===== src/rtl/tfm_pkg.sv =====
package tfm_pkg;
  // Strobes from control to datapath
  typedef struct packed {
    logic       winEnd;   // last cycle of the gate window
    logic       cmpValid; // comparator slot active
    logic [3:0] cmpSel;   // channel under comparison
    logic       cfgLoad;  // configuration write accepted
  } tfm_strobe_t;
endpackage


===== src/rtl/tfm_ctrl.sv =====
module tfm_ctrl
  import tfm_pkg::*;
#(
  parameter int unsigned NUM_CH  = 2,
  parameter int unsigned WIN_W   = 16,
  parameter int unsigned DEF_WIN = 256
) (
  input  logic             clk,
  input  logic             rstN,
  input  logic             testMode,
  input  logic             cfgWrEn,
  input  logic [WIN_W-1:0] cfgWinLen,
  input  logic             alarmClr,
  input  logic             cmpFail,
  output tfm_strobe_t      strobe,
  output logic             alarm
);
  localparam int unsigned SEL_W = (NUM_CH > 1) ? $clog2(NUM_CH) : 1;

  logic [WIN_W-1:0] winLenReg;
  logic [WIN_W-1:0] winCnt;
  logic             winEnd;
  logic             cfgLoad;
  logic             cmpBusy;
  logic [SEL_W-1:0] cmpIdx;

  assign cfgLoad = testMode & cfgWrEn;
  assign winEnd  = ({1'b0, winCnt} + 1'b1) >= {1'b0, winLenReg};

  always_ff @(posedge clk or negedge rstN) begin
    if (!rstN) winLenReg <= WIN_W'(DEF_WIN);
    else if (cfgLoad) winLenReg <= cfgWinLen;
  end

  always_ff @(posedge clk or negedge rstN) begin
    if (!rstN)       winCnt <= '0;
    else if (winEnd) winCnt <= '0;
    else             winCnt <= winCnt + 1'b1;
  end

  // Comparison sequence: channel 0 .. NUM_CH-1 on consecutive cycles
  always_ff @(posedge clk or negedge rstN) begin
    if (!rstN) begin
      cmpBusy <= 1'b0;
      cmpIdx  <= '0;
    end else if (winEnd) begin
      cmpBusy <= 1'b1;
      cmpIdx  <= '0;
    end else if (cmpBusy) begin
      if (cmpIdx == SEL_W'(NUM_CH - 1)) cmpBusy <= 1'b0;
      else                              cmpIdx  <= cmpIdx + 1'b1;
    end
  end

  always_ff @(posedge clk or negedge rstN) begin
    if (!rstN)                   alarm <= 1'b0;
    else if (cmpBusy && cmpFail) alarm <= 1'b1;
    else if (alarmClr)           alarm <= 1'b0;
  end

  always_comb begin
    strobe.winEnd   = winEnd;
    strobe.cmpValid = cmpBusy;
    strobe.cmpSel   = 4'(cmpIdx);
    strobe.cfgLoad  = cfgLoad;
  end

  AST_ALARM_STICKY: assert property (@(posedge clk) disable iff (!rstN)
    alarm && !alarmClr |=> alarm);
  AST_FAIL_RAISES_ALARM: assert property (@(posedge clk) disable iff (!rstN)
    cmpBusy && cmpFail |=> alarm);
  AST_CMP_ORDER: assert property (@(posedge clk) disable iff (!rstN)
    winEnd |=> strobe.cmpValid && strobe.cmpSel == 4'd0);
  AST_WINLEN_LOCK: assert property (@(posedge clk) disable iff (!rstN)
    !(testMode && cfgWrEn) |=> $stable(winLenReg));
endmodule


===== src/rtl/tfm_datapath.sv =====
module tfm_datapath
  import tfm_pkg::*;
#(
  parameter int unsigned NUM_CH = 2,
  parameter int unsigned CNT_W  = 8,
  parameter int unsigned TRIM_W = 4,
  parameter int unsigned TOL_W  = 4
) (
  input  logic                     clk,
  input  logic                     rstN,
  input  logic [NUM_CH-1:0]        oscIn,
  input  tfm_strobe_t              strobe,
  input  logic [CNT_W-1:0]         cfgExpect,
  input  logic [TOL_W-1:0]         cfgTol,
  input  logic [NUM_CH*TRIM_W-1:0] cfgTrim,
  output logic                     cmpFail,
  output logic [NUM_CH-1:0]        faultFlag,
  output logic [NUM_CH*CNT_W-1:0]  capCount
);
  localparam int unsigned SEL_W = (NUM_CH > 1) ? $clog2(NUM_CH) : 1;
  localparam int unsigned SUM_W = CNT_W + 2;
  localparam logic [CNT_W-1:0] CNT_MAX = {CNT_W{1'b1}};

  logic [CNT_W-1:0]         expReg;
  logic [TOL_W-1:0]         tolReg;
  logic [NUM_CH*TRIM_W-1:0] trimAll;

  logic [CNT_W-1:0]  capMux  [NUM_CH];
  logic [TRIM_W-1:0] trimMux [NUM_CH];

  always_ff @(posedge clk or negedge rstN) begin
    if (!rstN) begin
      expReg  <= '0;
      tolReg  <= '0;
      trimAll <= '0;
    end else if (strobe.cfgLoad) begin
      expReg  <= cfgExpect;
      tolReg  <= cfgTol;
      trimAll <= cfgTrim;
    end
  end

  for (genvar c = 0; c < NUM_CH; c++) begin : gCh
    logic             sync1, sync2, syncPrev;
    logic             risePulse;
    logic [CNT_W-1:0] cnt, cntNext, capR;

    always_ff @(posedge clk or negedge rstN) begin
      if (!rstN) begin
        sync1    <= 1'b0;
        sync2    <= 1'b0;
        syncPrev <= 1'b0;
      end else begin
        sync1    <= oscIn[c];
        sync2    <= sync1;
        syncPrev <= sync2;
      end
    end

    assign risePulse = sync2 & ~syncPrev;
    assign cntNext   = (risePulse && cnt != CNT_MAX) ? cnt + 1'b1 : cnt;

    always_ff @(posedge clk or negedge rstN) begin
      if (!rstN) begin
        cnt  <= '0;
        capR <= '0;
      end else if (strobe.winEnd) begin
        capR <= cntNext;
        cnt  <= '0;
      end else begin
        cnt  <= cntNext;
      end
    end

    assign capCount[c*CNT_W +: CNT_W] = capR;
    assign capMux[c]  = capR;
    assign trimMux[c] = trimAll[c*TRIM_W +: TRIM_W];

    AST_CNT_RESTART: assert property (@(posedge clk) disable iff (!rstN)
      strobe.winEnd |=> cnt == '0);
    AST_NO_OVERFLOW: assert property (@(posedge clk) disable iff (!rstN)
      cnt == CNT_MAX && !strobe.winEnd |=> cnt == CNT_MAX);
  end

  // Shared comparator
  logic [SEL_W-1:0]        sel;
  logic [CNT_W-1:0]        selCap;
  logic [TRIM_W-1:0]       selTrim;
  logic signed [SUM_W-1:0] trimmed, diff, absDiff;

  assign sel = strobe.cmpSel[SEL_W-1:0];

  always_comb begin
    selCap  = '0;
    selTrim = '0;
    if (32'(sel) < NUM_CH) begin
      selCap  = capMux[sel];
      selTrim = trimMux[sel];
    end
    trimmed = $signed({2'b00, selCap})
            + $signed({{(SUM_W-TRIM_W){selTrim[TRIM_W-1]}}, selTrim});
    diff    = trimmed - $signed({2'b00, expReg});
    absDiff = diff[SUM_W-1] ? -diff : diff;
    cmpFail = absDiff > $signed({{(SUM_W-TOL_W){1'b0}}, tolReg});
  end

  always_ff @(posedge clk or negedge rstN) begin
    if (!rstN)                faultFlag      <= '0;
    else if (strobe.cmpValid) faultFlag[sel] <= cmpFail;
  end

  AST_CFG_LOCK: assert property (@(posedge clk) disable iff (!rstN)
    !strobe.cfgLoad |=> $stable(expReg) && $stable(tolReg) && $stable(trimAll));
  AST_FAULT_HOLD: assert property (@(posedge clk) disable iff (!rstN)
    !strobe.cmpValid |=> $stable(faultFlag));
endmodule


===== src/rtl/tamper_freq_mon.sv =====
module tamper_freq_mon #(
  parameter int unsigned NUM_CH  = 2,
  parameter int unsigned CNT_W   = 8,
  parameter int unsigned TRIM_W  = 4,
  parameter int unsigned TOL_W   = 4,
  parameter int unsigned WIN_W   = 16,
  parameter int unsigned DEF_WIN = 256
) (
  input  logic                     clk,
  input  logic                     rstN,
  input  logic [NUM_CH-1:0]        oscIn,
  input  logic                     testMode,
  input  logic                     cfgWrEn,
  input  logic [WIN_W-1:0]         cfgWinLen,
  input  logic [CNT_W-1:0]         cfgExpect,
  input  logic [TOL_W-1:0]         cfgTol,
  input  logic [NUM_CH*TRIM_W-1:0] cfgTrim,
  input  logic                     alarmClr,
  output logic                     alarm,
  output logic [NUM_CH-1:0]        faultFlag,
  output logic [NUM_CH*CNT_W-1:0]  capCount
);
  tfm_pkg::tfm_strobe_t strobe;
  logic cmpFail;

  tfm_ctrl #(.NUM_CH(NUM_CH), .WIN_W(WIN_W), .DEF_WIN(DEF_WIN)) u_ctrl (
    .clk(clk), .rstN(rstN), .testMode(testMode), .cfgWrEn(cfgWrEn),
    .cfgWinLen(cfgWinLen), .alarmClr(alarmClr), .cmpFail(cmpFail),
    .strobe(strobe), .alarm(alarm)
  );

  tfm_datapath #(.NUM_CH(NUM_CH), .CNT_W(CNT_W), .TRIM_W(TRIM_W), .TOL_W(TOL_W)) u_dp (
    .clk(clk), .rstN(rstN), .oscIn(oscIn), .strobe(strobe),
    .cfgExpect(cfgExpect), .cfgTol(cfgTol), .cfgTrim(cfgTrim),
    .cmpFail(cmpFail), .faultFlag(faultFlag), .capCount(capCount)
  );
endmodule


===== config.mk =====
export PLATFORM = sky130hd
export DESIGN_NAME = tamper_freq_mon
export DESIGN_NICKNAME = d
export VERILOG_FILES = /design/src/rtl/tfm_pkg.sv /design/src/rtl/tfm_ctrl.sv /design/src/rtl/tfm_datapath.sv /design/src/rtl/tamper_freq_mon.sv
export SDC_FILE = /design/constraint.sdc
export NUM_CORES = 1
export LEC_CHECK = 0
export BUFFER_PORTS_ARGS = -buffer_cell sky130_fd_sc_hd__buf_4
export CORE_MARGIN = 4
export CORE_UTILIZATION = 60
export DETAILED_ROUTE_END_ITERATION = 8
export GPL_TIMING_DRIVEN = 0
export PLACE_DENSITY = 0.82
export SLEW_MARGIN = 20
export SYNTH_ARGS = -nofsm -noshare
export SYNTH_HDL_FRONTEND = slang
export SYNTH_SLANG_ARGS = --single-unit

===== constraint.sdc =====
create_clock -name clk -period 10.9 [get_ports clk]
set_clock_uncertainty 0.05 [all_clocks]
set_input_delay 0.545 -clock clk [delete_from_list [all_inputs] [get_ports clk]]
set_output_delay 0.545 -clock clk [all_outputs]
set_load 0.02 [all_outputs]

Word-level counts from Yosys, hierarchy flattened
Cells that the tools add are included.
W data, S select, Z words.

storage, ports and cells
  register bits after elaboration = 95
  input bits = 43
  output and inout port bits = 19
  word-level logic and storage cells = 69

operators by class
  $add $sub $neg = 8
  $lt $le $gt $ge = 5
  equality and inequality tests = 2
  mux-type cells = 23
  bitwise logic cells = 6
  reduce and logical (&&, ||, !) cells = 6

operators with widths
  cell                     count
  $mux W8                  7
  $add A16 B1 Y17 const B  1
  $ge A17 B16 Y1           1
  $add A16 B1 Y16 const B  1
  $add A8 B1 Y8 const B    2
  $mux W16                 1
  $ne A8 B8 Y1 const B     2
  $mux W4                  3
  $add A9 B4 Y10           1
  $gt A10 B5 Y1            1
  $mux W10                 1
  $neg A10 Y10             1
  $sub A10 B9 Y10          1
  $mux W1                  9
  $logic_and A1 B1 Y1      4
  $reduce_bool A2 Y1       2
  $and A1 B1 Y1            3
  $bwmux W2                1
  $ge A2 B2 Y1 const B     1
  $lt A1 B2 Y1 const B     1
  $not A1 Y1               2
  $not A1 Y2               1
  $add A1 B1 Y1 const B    1
  $demux W1 S1             1
  $ge A1 B1 Y1 const B     1

Logic depth before layout (Yosys ltp)
Gate-level depths: netlist of run 1.

  depth in word-level cells = 11
  mapped depth = 21
  gate-level depth less buffers = 18

By module
From an unflattened synthesis of run 1, not the netlist that was laid out.

unflattened totals
  cell total of the unflattened synthesis = 539
  area, all modules = 5,398.9 um^2

by module, submodules not included
  module        times used  cells an instance  area an instance (um^2)  sequential area each (um^2)
  tfm_datapath  1           328                3,403.3                  1,501.4
  tfm_ctrl      1           211                1,995.7                  877.1

Least setup slack after synthesis of run 1
OpenSTA, ideal clock, no wires.

  path type = register to register
  from = reg u_ctrl.cmpIdx
  to = reg u_ctrl.alarm
  setup time = 140 ps
  data arrival time = 4,154 ps
  required time = 10,710 ps
  setup slack = 6,556 ps
  cell stages (with the launch flop) = 21
  path buffers = 2
  clock period less this slack = 4,344 ps
  cell sequence = dfrtp_1 > clkbuf_1 > mux2i_1 > fa_1 > inv_1 > ha_1 > buf_4 > a21o_1 > a21oi_2 > and2_4 > o21a_1 > nand2_1 > o21ai_0 > ha_1 > nor2b_1 > o21ai_0 > nand2b_1 > a21oi_1 > a41oi_1 > a2111oi_4 > o22ai_1

on the way
  cells in the longest elaborated chain, start to end = 11
  elaborated cells between the ends (all ways) = 15
  classes of those cells = 3 x add/sub; 1 x order compare; 8 x mux; 1 x bitwise; 2 x reduce/logical

RTL lines
  element                                                                        RTL line                                text
  start, declared                                                                tfm_ctrl.sv:25                          logic [SEL_W-1:0] cmpIdx;
  start signal, assigned                                                         tfm_ctrl.sv:51                          else cmpIdx <= cmpIdx + 1'b1;
  $not A1 Y2 (not written as such) (*)                                           tfm_datapath.sv:97, tfm_datapath.sv:98
  $mux W8 (not written as such) / $mux W4 (equally long branches) (3 in series)  tfm_datapath.sv:97, tfm_datapath.sv:98
  $add A9 B4 Y10 (*)                                                             tfm_datapath.sv:101                     + $signed({{(SUM_W-TRIM_W){selTrim[TRIM_W-1]}}, selTrim});
  $sub A10 B9 Y10 (*)                                                            tfm_datapath.sv:102                     diff = trimmed - $signed({2'b00, expReg});
  $neg A10 Y10                                                                   tfm_datapath.sv:103                     absDiff = diff[SUM_W-1] ? -diff : diff;
  $mux W10 (*)                                                                   tfm_datapath.sv:103
  $gt A10 B5 Y1 (*)                                                              tfm_datapath.sv:104                     cmpFail = absDiff > $signed({{(SUM_W-TOL_W){1'b0}}, tolReg});
  $logic_and A1 B1 Y1 (*)                                                        tfm_ctrl.sv:57                          else if (cmpBusy && cmpFail) alarm <= 1'b1;
  $mux W1 / $reduce_bool A2 Y1 (equally long branches)                           n/a
  end signal, assigned                                                           tfm_ctrl.sv:56                          if (!rstN) alarm <= 1'b0;
  end signal, assigned                                                           tfm_ctrl.sv:57
  end signal, assigned                                                           tfm_ctrl.sv:58                          else if (alarmClr) alarm <= 1'b0;
  end, declared                                                                  tfm_ctrl.sv:16                          output logic alarm

Mark *: on every way between the ends. The rest lies on a longest branch, timed or not. The select of a mux whose other input is x is not followed.
A chain may end at the register's enable or synchronous reset.

Worst setup path in the final report of run 1
Ends and elaborated chain as after synthesis.

==> run_results.csv, run 1 <==
group,metric,value,unit
critical_path,cp.buffers_inverters,3,
die,start_util,61.8,%
power,power_density,237,nW/um2
place,portBuffers,61,
synth,yosys_register_bits,95,
sta,finalHoldViolations,0,
run_status,status,"finished clean",
clock_tree,post_cts_resized,0,
critical_path,critPathMaxFanout,10,
clock_tree,cts_buffer_depth,2,
critical_path,cp-start-kind,"flop",
finish,drive_above_1_share,23.0,%
clock_tree,path_clk_slew,0.10,ns
die,num_rows,34,
power,max-vdd-ir-drop,106,uV
critical_path,cp_top_family,"compound AO/OA/AOI/OAI gates",
detailed_routing,firstDrtPassIters,4,
global_routing,grt-ovfl-total,0,
synth,ys_types,53,
clock_tree,cts.sinks,95,
power,leakage,3.07,nW
detailed_routing,drtAntennaViolNets,0,
sta,timing.final.crit_share,46.0,%
finish,regArea,2380,um2
synth,synthFlopType,"dfrtp_1",
synth,synth_largest_area_cell,"dfrtp_1",
synth,syn-num-nets,586,
place,dp_cells,670,
sta,setup_viol,0,
detailed_routing,dr.first_iter.drc_count,135,
synth,synthesis.area,5420,um2
finish,nNetsFinal,658,
die,die_height,103,um
sta,fin_crit,5.01,ns
clock_tree,numCtsBuffers,9,
synth,synth_area_leaders,"dfrtp_1 (43%), ha_1 (7.9%), mux2_2 (7.7%), mux2i_1 (5.7%), inv_1 (4.2%)",
critical_path,arrival,5.20,ns
critical_path,cp_cell_sequence,"clkbuf_1 > clkbuf_1 > mux2i_1 > fa_1 > inv_1 > ha_1 > a21oi_1 > o21bai_1 > a21oi_1 > o21a_1 > nand2_1 > o21ai_0 > ha_1 > nor2b_1 > o21ai_0 > nand2b_1 > a21oi_1 > a41oi_1 > a2111oi_4 > o22ai_1",
finish,fill_cells,663,
critical_path,slowest_stage,"clkbuf_1",
global_routing,grt_max_degree,96,
global_routing,antenna_found_initial,0,
clock_tree,htree_levels,3,
die,die_x,103,um
sta,drv_slew,0,
detailed_routing,wl_per_cell,15.7,um
finish,diodes,0,
critical_path,crit_required,11.09,ns
synth,async_flop_share,100,%
flow_run,drv_cap,0,
clock_tree,post_cts_buffers,0,
finish,finalNonFillerCells,686,
power,fin_total_pwr,1.48,mW
clock_tree,cts-hold-fix-buffers,0,
global_routing,grt_pass1_vias,3940,
critical_path,cp_common_cell,"a21oi_1",
clock_tree,cts_tree,"yes",
synth,synth_top_cell_area_share,43.4,%
sta,tightest_slew,0.973,ns
worst_hold_path,hold_path.class,"in -> async",
finish,multiInputGateArea,2750,um2
finish,syn2layout_area_growth,14.9,%
global_routing,grt_pass1_wl,18.2,mm
detailed_routing,drc,0,
synth,synth-seq-area-share,43.9,%
global_routing,grtUsageTotal,22.1,%
die,core-area,8760,um2
detailed_routing,viasPerCell,5.46,
critical_path,r2r_start,"u_ctrl.cmpIdx$_DFFE_PN0P_",
sta,fin_setup_tns,0,ns
place,hpwl,8.11,mm
synth,syn_area_per_cell,10.8,um2
critical_path,crit_start,"u_ctrl.cmpIdx$_DFFE_PN0P_",
place,gp_congestion,0.868,
sta,max-slew-margin-rel,33.3,%
detailed_routing,routed_wl,10.8,mm
critical_path,cp-end-kind,"flop",
detailed_routing,vias,3743,
clock_tree,clk_latency,0.37,ns
sta,max_freq,200,MHz
critical_path,r2r_slack,5.89,ns
clock_tree,root_buffer,"clkbuf_8",
critical_path,path_class,"reg -> reg",
die,die_area,10600,um2
die,ios,62,
synth,synth_edf_count,0,
synth,syn_inst,501,
critical_path,max_stage_delay,0.66,ns
synth,ys_warn_count,0,
sta,rsz0062_at_grt,"no",
-- stage by stage --
step / hold slack (ns) / area [um2] / utilization [%] / setup slack, ns
2_1_floorplan: 0.199 / 5420 / - / 6.56
3_3_place_gp: 0.287 / 6010 / 68.6 / 5.96
3_5_place_dp: 0.288 / 6010 / 68.6 / 5.90
4_1_cts: 0.208 / 6230 / 71.0 / 5.85
5_1_grt: 0.187 / 6230 / 71.0 / 5.45
6_report: 0.175 / 6230 / 71.0 / 5.89
-- cells in the mapped netlist, drive strengths merged, types with 2 or more instances --
cell type and number:
dfrtp 94, inv 61, mux2 38, nor2 35
ha 34, mux2i 31, nand2 21, xnor2 21
nor2b 16, xor2 16, o21ai 15, nand3 13
and3 12, a21oi 11, nand2b 9, nand4 9
fa 8, buf 7, o21a 7, a21o 5
clkbuf 5, a211oi 4, and2 4, nor3 3
nor4 3, a2111oi 2, a41oi 2
-- flip-flops by register name (all words and copies together), names as in the netlist --
register	cells
u_dp.gCh.syncPrev	2
u_dp.gCh.capR	16
u_dp.gCh.cnt	16
u_dp.tolReg	4
u_ctrl.alarm	1
u_ctrl.cmpIdx	1
u_dp.faultFlag	2
u_dp.expReg	8
u_ctrl.cmpBusy	1
u_dp.trimAll	8
u_dp.gCh.sync2	2
u_ctrl.winCnt	16
u_ctrl.winLenReg	16
u_dp.gCh.sync1	2
-- layer usage --
layer	part of all wire, %	track usage (%)
met3	4.8	4.80
met1	43	28.8
met5	0	0
met2	51	37.9
met4	0.93	4.88
-- placed cells by master (no fill, tap or decap), drive strengths merged, types with 4 or more instances in the layout --
cell and n:
nand3 13, and2 4, dfrtp 94, a21o 5, clkbuf 14, buf 68, mux2 38, mux2i 31
a21oi 11, fa 8, inv 64, and3 12, nand4 9, xor2 16, a211oi 4, nand2b 9
o21a 7, xnor2 21, nand2 21, nor2b 16, nor2 35, o21ai 15, ha 34
-- power breakdown --
group / internal (mW) / switching, mW / total (mW)
clock: 0.111 / 0.139 / 0.250
sequential: 0.415 / 0.0507 / 0.466
combinational: 0.346 / 0.416 / 0.762
total: 0.872 / 0.606 / 1.48
-- final cells by class --
cell class | instances | share of cell area [%]
Multi-Input combinational cell | 333 | 44.1
Sequential cell | 95 | 38.2
Timing Repair Buffer | 61 | 7.42
Inverter | 61 | 3.68
Tap cell | 108 | 2.17
Clock buffer | 9 | 1.99
Clock inverter | 7 | 1.41
Buffer | 12 | 1.05
-- cells by family (layout without fill, tap and decap cells) --
group	Yosys count	in the layout	synth area share (%)
XOR/XNOR	37	37	5.98
AO/OA/AOI/OAI	56	56	7.85
flip-flops	95	95	43.9
adder cells (fa/ha/maj)	42	42	10.8
multiplexers	69	69	13.7
buffers and inverters	73	150	5.43
AND/OR/NAND/NOR	129	129	12.3
-- final timing paths --
kind,end,cells past startpoint
max,u_ctrl.alarm$_DFFE_PN0P_,20
min,u_ctrl.winLenReg[7]$_DFFE_PN0P_,1
max reg2reg,u_ctrl.alarm$_DFFE_PN0P_,20
min reg2reg,u_dp.gCh[0].sync2$_DFF_PN0_,0
max in group asynchronous,u_dp.expReg[3]$_DFFE_PN0P_,1
min in group clk,u_dp.gCh[0].sync1$_DFF_PN0_,1
Power figures use the tool's default switching activity.
==> inputs of run 2 (changes only) <==
CORE_UTILIZATION = 59   (was 60)
PLACE_DENSITY = 0.8   (was 0.82)
clock period = 4.9 ns   (was 10.9 ns; I/O delays follow)
==> run_results.csv, run 2 (synthesis results as in run 1) <==
group,metric,value,unit
run_status,status,"finished clean",
finish,layout_common_cells,"dfrtp_1 (93), buf_4 (62), inv_1 (61), mux2_2 (37), nor2_1 (35)",
global_routing,grt_max_degree,96,
global_routing,grt_pass1_vias,4002,
power,power_density,525,nW/um2
place,dpl_cell_area,6010,um2
finish,fill_cells,667,
place,pre_cts_ws,-0.196,ns
power,leakage,3.08,nW
die,core-area,8850,um2
finish,finalInstanceArea,6270,um2
clock_tree,root_buffer,"clkbuf_8",
place,portBuffers,61,
worst_hold_path,hold_path.class,"in -> reg",
place,dp_cells,670,
die,die_height,104,um
die,die_x,104,um
global_routing,grtUsageTotal,21.5,%
sta,drv_slew,0,
clock_tree,path_clk_slew,0.09,ns
finish,final_common_cell,"dfrtp_1",
power,max-vdd-ir-drop,256,uV
finish,diodes,0,
global_routing,grt-ovfl-total,0,
sta,fin_setup_tns,0,ns
finish,syn2layout_area_growth,15.7,%
sta,finalHoldViolations,0,
finish,drive_above_1_share,23.4,%
die,start_util,61.2,%
critical_path,arrival,4.74,ns
clock_tree,cts_tree,"yes",
die,die_area,10800,um2
sta,setup_viol,0,
detailed_routing,wl_per_cell,15.6,um
critical_path,critPathMaxFanout,10,
clock_tree,cts_buffer_depth,2,
finish,nNetsFinal,660,
clock_tree,htree_levels,3,
sta,tightest_slew,0.834,ns
sta,max-slew-margin-rel,44.4,%
critical_path,cp-end-kind,"flop",
place,gp_congestion,0.853,
detailed_routing,routed_wl,10.7,mm
die,num_rows,34,
sta,rsz0062_at_grt,"no",
detailed_routing,drtAntennaViolNets,0,
critical_path,cp-start-kind,"flop",
die,ios,62,
finish,finalNonFillerCells,688,
clock_tree,clk_latency,0.36,ns
clock_tree,post_cts_buffers,0,
global_routing,grt_pass1_wl,19.1,mm
sta,fin_crit,4.57,ns
detailed_routing,drc,0,
clock_tree,cts.sinks,95,
detailed_routing,firstDrtPassIters,4,
place,hpwl,8.28,mm
flow_run,drv_cap,0,
detailed_routing,vias,3768,
sta,timing.final.crit_share,93.3,%
clock_tree,numCtsBuffers,9,
sta,max_freq,219,MHz
detailed_routing,viasPerCell,5.48,
power,fin_total_pwr,3.29,mW
sta,worst_slack,0.330,ns
detailed_routing,dr.first_iter.drc_count,160,
global_routing,antenna_found_initial,0,
critical_path,crit_required,5.07,ns
critical_path,path_class,"reg -> reg",
## run 2: cell types whose count changed in the layout (fill, tap and decap cells not counted)
cell,previous run,this run
mux2i_4,0,1
dlygate4sd3_1,0,3
mux2i_1,31,30
clkbuf_4,0,1
clkbuf_1,5,3
dfrtp_1,94,93
dfrtp_2,0,1
## run 2: worst paths after layout
path,start,endpoint,slack [ns],cells after the start
worst max register to register,u_ctrl.cmpIdx$_DFFE_PN0P_,u_ctrl.alarm$_DFFE_PN0P_,0.33,19
worst max-delay path,u_ctrl.cmpIdx$_DFFE_PN0P_,u_ctrl.alarm$_DFFE_PN0P_,0.33,19
worst min-delay path,alarmClr,u_ctrl.alarm$_DFFE_PN0P_,0.03,2
worst min register to register,u_dp.gCh[0].sync1$_DFF_PN0_,u_dp.gCh[0].sync2$_DFF_PN0_,0.31,0
max in group asynchronous,rstN,u_ctrl.cmpIdx$_DFFE_PN0P_,3.70,2
min in group asynchronous,rstN,u_ctrl.winLenReg[6]$_DFFE_PN0P_,0.49,2
## run 2: area by class of cell
type,count,area (um2),share of cell area [%]
tap,108,135,2.16
clock buffer,9,124,1.98
buffer,11,65.1,1.04
timing repair buffer,64,492,7.84
multi-input combinational,333,2760,44.0
sequential,95,2380,38.0
clock inverter,7,87.6,1.40
inverter,61,229,3.65
## run 2: where the power goes
part / switching, mW / internal [mW] / total, mW
sequential: 0.129 / 0.925 / 1.05
combinational: 0.911 / 0.775 / 1.69
clock: 0.302 / 0.248 / 0.549
total: 1.34 / 1.95 / 3.29
## run 2: through the flow
step	hold WS, ns	utilization, %
2_1_floorplan	-0.101	-
3_3_place_gp	0.284	67.9
3_5_place_dp	0.290	68.0
4_1_cts	0.0147	70.8
5_1_grt	0.0194	70.9
6_report	0.0338	70.9
## run 2: what timing repair did
action	4_1_cts	5_1_grt
hold endpoints to repair	96	0
hold buffers	3	0
setup endpoints to repair	3	3
gates resized for setup	2	4
## run 2: worst max-delay path, cell delays in order, from the launching register on
cell and delay [ns]:
dfrtp_2 0.50, clkbuf_4 0.32, mux2i_1 0.36, fa_1 0.47, inv_1 0.07, ha_1 0.29, a21oi_1 0.28, o21bai_1 0.11
a21oi_1 0.23, o21a_1 0.28, nand2_1 0.07, o21ai_0 0.07, ha_1 0.26, nor2b_1 0.14, o21ai_0 0.15, nand2b_1 0.07
a21oi_1 0.15, a41oi_1 0.09, a2111oi_4 0.32, o22ai_1 0.14
## run 2: layer usage
metal / GRT usage, % / share of wire (%) / vias to the layer above
li1: - / - / 1849
met1: 27.5 / 45 / 1856
met2: 38.0 / 51 / 47
met3: 2.61 / 2.3 / 16
met4: 6.74 / 1.6 / 0
met5: 0 / 0 / -
==> inputs of run 3 (changes only) <==
SETUP_SLACK_MARGIN = 0.4   (was default)
==> run_results.csv, run 3 (synthesis results as in run 1) <==
group,metric,value,unit
die,core-area,8850,um2
die,die_height,104,um
die,start_util,61.2,%
clock_tree,path_clk_slew,0.10,ns
power,max-vdd-ir-drop,258,uV
die,ios,62,
critical_path,crit_required,5.08,ns
sta,fin_crit,4.23,ns
finish,nNetsFinal,666,
detailed_routing,drtAntennaViolNets,0,
clock_tree,root_buffer,"clkbuf_8",
global_routing,grt_max_degree,96,
power,leakage,3.11,nW
power,comb_power_share,52.7,%
finish,layout_common_cells,"dfrtp_1 (94), buf_4 (68), inv_1 (61), mux2_2 (37), nor2_1 (35)",
detailed_routing,vias,3821,
power,seqPwrFrac,30.9,%
sta,setup_viol,0,
run_status,status,"finished clean",
power,clkPwrFrac,16.4,%
detailed_routing,wl_per_cell,15.7,um
global_routing,grtUsageTotal,21.5,%
clock_tree,cts.sinks,95,
finish,syn2layout_area_growth,17.2,%
clock_tree,numCtsBuffers,9,
global_routing,antenna_found_initial,0,
clock_tree,htree_levels,3,
place,dpl_cell_area,6010,um2
place,gp_congestion,0.853,
critical_path,path_class,"reg -> reg",
critical_path,cp-start-kind,"flop",
global_routing,grt_pass1_wl,19.1,mm
finish,fill_cells,660,
sta,drv_slew,0,
clock_tree,cts_buffer_depth,2,
sta,finalHoldViolations,0,
power,power_density,531,nW/um2
critical_path,cp-end-kind,"flop",
die,die_area,10800,um2
flow_run,drv_cap,0,
place,hpwl,8.28,mm
sta,rsz0062_at_grt,"no",
sta,timing.final.crit_share,86.4,%
clock_tree,cts_tree,"yes",
finish,drive_above_1_share,25.4,%
detailed_routing,drc,0,
power,p_sw,1.37,mW
global_routing,grt_pass1_vias,4004,
detailed_routing,firstDrtPassIters,4,
critical_path,critPathMaxFanout,10,
sta,tightest_slew,0.836,ns
power,swShare,40.7,%
die,die_x,104,um
die,num_rows,34,
finish,final_common_cell,"dfrtp_1",
place,portBuffers,61,
clock_tree,clk_latency,0.36,ns
finish,diodes,0,
power,p_int,2.00,mW
worst_hold_path,hold_path.class,"in -> reg",
detailed_routing,viasPerCell,5.51,
critical_path,arrival,4.41,ns
sta,fin_setup_tns,0,ns
detailed_routing,dr.first_iter.drc_count,136,
finish,finalInstanceArea,6350,um2
sta,max_freq,236,MHz
global_routing,grt-ovfl-total,0,
detailed_routing,routed_wl,10.9,mm
sta,max-slew-margin-rel,44.3,%
-- run 3: layout make-up --
| cell class | instances | area, um2 | share of cell area (%) |
|---|---|---|---|
| multi-input combinational | 333 | 2790 | 43.9 |
| timing repair buffer | 69 | 529 | 8.34 |
| clock inverter | 7 | 87.6 | 1.38 |
| inverter | 61 | 229 | 3.61 |
| buffer | 12 | 80.1 | 1.26 |
| clock buffer | 9 | 124 | 1.95 |
| sequential | 95 | 2380 | 37.5 |
| tap | 108 | 135 | 2.13 |
-- run 3: power by group through the flow --
stage	combinational [mW]	sequential, mW	clock, mW
5_1_grt	1.99	1.06	0.594
4_1_cts	1.72	1.04	0.562
2_1_floorplan	1.32	1.04	0
6_report	1.78	1.04	0.553
3_5_place_dp	1.68	1.05	0
3_3_place_gp	1.61	1.04	0
-- run 3: worst paths after layout --
check	from	end	slack, ns	cells after the start
worst max-delay path	u_ctrl.cmpIdx$_DFFE_PN0P_	u_ctrl.alarm$_DFFE_PN0P_	0.67	20
worst min-delay path	alarmClr	u_ctrl.alarm$_DFFE_PN0P_	0.03	2
worst max register to register	u_ctrl.cmpIdx$_DFFE_PN0P_	u_ctrl.alarm$_DFFE_PN0P_	0.67	20
worst min register to register	u_dp.gCh[0].sync1$_DFF_PN0_	u_dp.gCh[0].sync2$_DFF_PN0_	0.31	0
max in group asynchronous	rstN	u_dp.gCh[0].capR[3]$_DFFE_PN0N_	3.76	2
min in group asynchronous	rstN	u_ctrl.winLenReg[6]$_DFFE_PN0P_	0.49	2
-- run 3: per-stage QoR --
stage | cells | worst slack, ns | hold WS (ns) | total power, mW | util, %
floorplan | 501 | 0.556 | -0.101 | 2.36 | -
global placement | 670 | -0.0762 | 0.284 | 2.66 | 67.9
detailed placement | 670 | -0.196 | 0.290 | 2.74 | 68.0
CTS | 689 | 0.454 | 0.0147 | 3.32 | 71.0
global route | 694 | 0.381 | 0.0194 | 3.64 | 71.7
finish | 694 | 0.666 | 0.0264 | 3.37 | 71.7
-- run 3: layer usage --
metal / share of wire (%) / vias to the layer above / GRT usage (%)
met5: 0 / - / 0
met4: 1.3 / 0 / 6.74
met3: 3.2 / 16 / 2.61
met2: 51 / 62 / 38.0
met1: 44 / 1880 / 27.6
li1: - / 1863 / -
-- run 3: timing repair --
action	in CTS	in global routing
endpoints found under the hold margin	96	0
setup endpoints to repair	3	3
pin swaps	0	5
resized for setup	8	12
hold buffers	3	0
gates cloned	0	0
buffers inserted	0	5
-- run 3: critical path, cell delays in order (launching register included) --
cell and delay (ns):
dfrtp_1 0.37, buf_4 0.18, buf_8 0.17, mux2i_2 0.17, fa_1 0.51, inv_1 0.04
ha_1 0.38, a21oi_2 0.23, o21bai_1 0.11, a21oi_2 0.20, o21a_2 0.21, nand2_1 0.07
o21ai_1 0.07, ha_1 0.25, nor2b_1 0.14, o21ai_1 0.12, nand2b_1 0.07, a21oi_1 0.15
a41oi_1 0.09, a2111oi_4 0.41, o22ai_1 0.12
